==> config.mk <==
export PLATFORM = sky130hd
export DESIGN_NAME = sysreg_result_stage
export DESIGN_NICKNAME = d
export VERILOG_FILES = /design/src/rtl/sysreg_chk_pkg.sv /design/src/rtl/sysreg_result_stage.sv
export SDC_FILE = /design/constraint.sdc
export NUM_CORES = 1
export LEC_CHECK = 0
export ABC_AREA = 0
export CAP_MARGIN = 20
export CELL_PAD_IN_SITES_DETAIL_PLACEMENT = 0
export CELL_PAD_IN_SITES_GLOBAL_PLACEMENT = 1
export CORE_MARGIN = 1.5
export CORE_UTILIZATION = 26
export CTS_CLUSTER_DIAMETER = 120
export CTS_CLUSTER_SIZE = 20
export DETAILED_ROUTE_END_ITERATION = 10
export PLACE_DENSITY_LB_ADDON = 0.12
export SLEW_MARGIN = 10
export SYNTH_ARGS = -nofsm -noshare
export SYNTH_HDL_FRONTEND = slang
export SYNTH_SLANG_ARGS = --single-unit
export TNS_END_PERCENT = 1
==> constraint.sdc <==
create_clock -name clk_i -period 0.8 [get_ports clk_i]
set_clock_uncertainty 0.2 [all_clocks]
set_input_delay 0.16 -clock clk_i [delete_from_list [all_inputs] [get_ports clk_i]]
set_output_delay 0.16 -clock clk_i [all_outputs]
set_load 0.1 [all_outputs]
==> src/rtl/sysreg_chk_pkg.sv <==
package sysreg_chk_pkg;
  localparam int EL_W = 2;
  localparam int EC_W = 6;
  localparam logic [EC_W-1:0] EC_SYSACC = 6'h03;
  localparam int N_OUT = 5;

  typedef enum logic [2:0] {
    OUT_NONE   = 3'd0,
    OUT_ACCESS = 3'd1,
    OUT_UNDEF  = 3'd2,
    OUT_HYP64  = 3'd3,
    OUT_HYP32  = 3'd4,
    OUT_MON    = 3'd5
  } outcome_e;

  typedef struct packed {
    outcome_e            kind;
    logic [EC_W-1:0]     ec;
    logic [EL_W-1:0]     tgt;
  } verdict_t;
endpackage

==> src/rtl/sysreg_result_stage.sv <==
module sysreg_result_stage
  import sysreg_chk_pkg::*;
#(
  parameter int DATA_W = 32
) (
  input  logic                clk_i,
  input  logic                rst_ni,
  input  logic                fire_i,
  input  logic                write_i,
  input  verdict_t            verdict_i,
  input  logic [DATA_W-1:0]   wdata_i,
  input  logic [DATA_W-1:0]   reg_value_i,
  output logic                res_valid_o,
  output logic [N_OUT-1:0]    outcome_oh_o,
  output logic [EC_W-1:0]     syndrome_o,
  output logic [EL_W-1:0]     target_el_o,
  output logic [DATA_W-1:0]   rdata_o,
  output logic                reg_we_o,
  output logic [DATA_W-1:0]   reg_wdata_o
);
  logic [N_OUT-1:0] oh_d;
  logic             acc_d;

  // bit i of the one-hot vector is outcome code i+1
  for (genvar i = 0; i < N_OUT; i++) begin : g_oh
    assign oh_d[i] = fire_i && (verdict_i.kind == outcome_e'(i + 1));
    always_ff @(posedge clk_i or negedge rst_ni) begin
      if (!rst_ni) outcome_oh_o[i] <= 1'b0;
      else         outcome_oh_o[i] <= oh_d[i];
    end
  end

  assign acc_d = oh_d[0];

  always_ff @(posedge clk_i or negedge rst_ni) begin
    if (!rst_ni) begin
      res_valid_o <= 1'b0;
      syndrome_o  <= '0;
      target_el_o <= '0;
      rdata_o     <= '0;
      reg_we_o    <= 1'b0;
      reg_wdata_o <= '0;
    end else begin
      res_valid_o <= fire_i;
      syndrome_o  <= fire_i ? verdict_i.ec  : '0;
      target_el_o <= fire_i ? verdict_i.tgt : '0;
      rdata_o     <= (acc_d && !write_i) ? reg_value_i : '0;
      reg_we_o    <= acc_d && write_i;
      reg_wdata_o <= (acc_d && write_i) ? wdata_i : '0;
    end
  end
endmodule

==> flow_results.org <==
** Status
- Status :: complete, but fails checks
- Violated checks :: negative hold slack, negative setup slack

** Logic synthesis
- Mapped Nets :: 253
- The netlist uses 15 different library cells.
- For this run, the number of Yosys warnings is 0.
- Average cell area after synthesis :: roughly 16 µm²
- FF+latch count, synth :: 79
- Count leader, synth :: sky130_fd_sc_hd__dfrtp_1
- Of the post-synthesis cell area, the dominant cell type holds 0.7088.
- EDFF count, synth :: 0
- Ranked by total cell area, the synthesized netlist is headed by sky130_fd_sc_hd__dfrtp_1, sky130_fd_sc_hd__nor3b_2, sky130_fd_sc_hd__and3_1.
- Sorting the synthesized cells by how often they occur yields sky130_fd_sc_hd__dfrtp_1, sky130_fd_sc_hd__and3_1, sky130_fd_sc_hd__nor3b_2.
- For this run, asynchronously set or reset flops after synthesis account for 1.000.
- Gate count after technology mapping :: around 170
- Sequential cell area fraction in the yosys report :: 0.7088
- Of all cell types, the one taking the most synthesized area is sky130_fd_sc_hd__dfrtp_1.
- Post-Syn Area :: 2789 µm²
- The most used flip-flop cell after synthesis is sky130_fd_sc_hd__dfrtp_1.

** Clocking
- The H-tree was split into 3 levels.
- Hold buffer count at CTS :: 1
- CTS saw just under 80 sinks.
- Clock root buffer :: sky130_fd_sc_hd__clkbuf_8
- Clock tree buffer depth :: 2
- Clock tree from TritonCTS :: yes
- Clock Pin Slew Worst Setup and Hold Paths :: around 80 ps
- Clock tree synthesis inserted a total of 9 buffers.

** Cells and area
- At the end of the flow, the number of nets in the layout was 421.
- For this run, the share of the core covered by cells in the final layout is 0.5498.
- In the final layout, the share of cells above drive strength 1 is 0.4335.
- Compared with the post-synthesis result, the final layout area differs by 104.4%.
- Antenna fix cells :: 0

** Setup path
- Data on the critical path arrives at its endpoint at approximately 930 ps.
- Slowest stage cell on the critical path :: sky130_fd_sc_hd__dfrtp_2
- Data on the critical path is required at its endpoint by 440 ps.
- Combined buffer and inverter count along the critical path :: 1
- WS Path Type :: flip-flop to output port
- CP Capture Type :: output port
- Category of cells accounting for the largest share of critical-path delay :: flip-flops
- Startpoint kind of the worst setup timing path :: flip-flop
- Of all nets on the critical path, the largest fanout is 1.
- Cell chain of the critical path :: buf_12
- Delay of the slowest cell on the worst path :: 420 ps

** STA
- Setup violations remaining at the end of the flow were counted as 143.
- Hold slack :: -129.3 ps
- Transition time at the pin with the least slew margin :: about 210 ps
- For the finished layout, the period the worst path requires is ~1300 ps.
- Setup repair after global routing could not meet its margin everywhere.
- Max-slew violations :: 0
- In this run the tightest slew margin relative to its limit is 0.8578.
- Smallest setup slack after layout :: -485.6 ps
- Dividing the final minimum period by the clock period gives 1.607.
- Fmax :: 777.9 MHz
- The hold violation total from the final report was 4.

** Worst hold path
- End point of the most critical hold path :: outcome_oh_o[1]
- Source of the worst hold timing path :: verdict_i[10]
- Count of cells along the worst hold path :: 3
- The worst hold path belongs to the class input pin to flip-flop.

** Run
- Max-cap violations in this run came to 0.

** Pwr
- Worst ir drop on vdd :: just over 900 µV
- Overall power of the completed layout :: between 8 and 9 mW
- In this run the static leakage power is ~2.6 nW.
- In this run the power density over the cells is 1531 nW/µm².

** GRT
- Overflow left after global routing :: 0
- The via count of the first global-routing pass is 2156.
- First-pass GRT wire length :: roughly 12 mm
- Number of antenna violations at the first check in global routing :: 0
- Total routing usage reported by global routing :: 0.1365
- Entering global routing, the biggest net connects just over 40 pins.

** Detailed routing
- Once detail routing completed, the nets flagged for antenna violations numbered 0.
- Routed wirelength normalized by instance count :: around 15 µm
- Number of vias in the routed layout :: 1981
- After detailed routing, the number of remaining DRC violations is 0.
- Iteration-0 DRC count of the detailed router :: 20
- After detailed routing, the total wire length is 7.452 mm.
- Vias per Instance :: ~4.1
- The first detailed-routing pass ran for 2 iterations.

** Floorplan
- Overall die area :: roughly 11000 µm²
- The initial utilization of the core area, before any placement, comes to 0.2689.
- After floorplanning, the core was sized to cover 10370 µm².
- Measured along the x axis, the die boundary spans roughly 110 µm.
- After floorplanning, the core was divided into 37 placement rows.
- The die is around 110 µm tall.
- # IOs :: ~160

** Placement
- In this run the tool buffered the top-level ports with 157 buffer cells.
- Summed over all nets, the half-perimeter wirelength after detailed placement is 5.449 mm.
- Gpl congestion :: roughly 0.70
## final cells by class
type | instances | area [µm²]
tap | 136 | 170.2
inverter | 1 | 30.03
clock inverter | 6 | 86.33
sequential | 79 | 1978
timing repair buffer | 172 | 2587
clock buffer | 9 | 123.9
fill | 870 | 4668
multi-input combinational | 79 | 725.7
## registers in the layout (all words and copies together) (netlist names)
register	count
rdata_o	32
reg_wdata_o	32
syndrome_o	6
outcome_oh_o	5
target_el_o	2
reg_we_o	1
res_valid_o	1
## logic make-up after synthesis
family / count (synthesis) / synth area share
buffers and inverters: 16 / 0.04217
and+or+nand+nor: 79 / 0.2490
DFF: 79 / 0.7088
## cell usage in the layout, fill, tap and decap left out, types with 2 or more instances in the layout
| master | instances |
|---|---|
| sky130_fd_sc_hd__buf_12 | 86 |
| sky130_fd_sc_hd__dfrtp_1 | 78 |
| sky130_fd_sc_hd__clkdlybuf4s50_1 | 72 |
| sky130_fd_sc_hd__nor3b_2 | 32 |
| sky130_fd_sc_hd__and3_1 | 31 |
| sky130_fd_sc_hd__and2_1 | 9 |
| sky130_fd_sc_hd__clkbuf_8 | 9 |
| sky130_fd_sc_hd__buf_4 | 5 |
| sky130_fd_sc_hd__buf_2 | 4 |
| sky130_fd_sc_hd__bufinv_16 | 2 |
| sky130_fd_sc_hd__clkinv_2 | 2 |
| sky130_fd_sc_hd__buf_16 | 2 |
| sky130_fd_sc_hd__buf_6 | 2 |
## metal layers
| layer | global-route usage | up-vias | share of wire |
|---|---|---|---|
| met5 | 0 | - | 0 |
| met4 | 0.06095 | 0 | 0.022 |
| met3 | 0.04985 | 11 | 0.079 |
| met2 | 0.2386 | 85 | 0.55 |
| met1 | 0.1473 | 966 | 0.35 |
| li1 | - | 919 | - |
## worst max-delay path by stage
stage / start / end / slack, ps / cells after the start
after floorplan: outcome_oh_o[1] / outcome_oh_o[1] / -440 / 0
after global placement: verdict_i[9] / rdata_o[0] / -870 / 4
after detailed placement: verdict_i[9] / rdata_o[0] / -910 / 4
after CTS: reg_wdata_o[21] / reg_wdata_o[21] / -510 / 1
after global routing: rdata_o[26] / rdata_o[26] / -530 / 1
final: outcome_oh_o[0] / outcome_oh_o[0] / -490 / 1
## what timing repair did
item / in CTS / in global routing
endpoints found under the hold margin: 84 / 5
gates cloned: 2 / 0
pin swaps: 33 / 0
setup endpoints to repair: 157 / 144
buffers inserted: 2 / 0
gates resized for setup: 26 / 2
## metrics by stage
| step | cells | cell area (µm²) | worst slack [ps] | TNS (ps) |
|---|---|---|---|---|
| floorplan | 174 | 2790 | -443.3 | -51760 |
| CTS | 482 | 5687 | -511.1 | -42550 |
| global route | 482 | 5702 | -528.5 | -44420 |
| global placement | 462 | 5361 | -867.9 | -69230 |
| detailed placement | 462 | 5361 | -907.6 | -71820 |
| finish | 482 | 5702 | -485.6 | -40660 |
## report_power, final
part	total [mW]	internal, mW	switching [mW]
Clock	3.16	1.74	1.42
Combinational	1.47	0.717	0.752
Sequential	4.10	4.05	0.0512
Total	8.73	6.50	2.23
No activity file was read; power rests on OpenSTA's default activity.
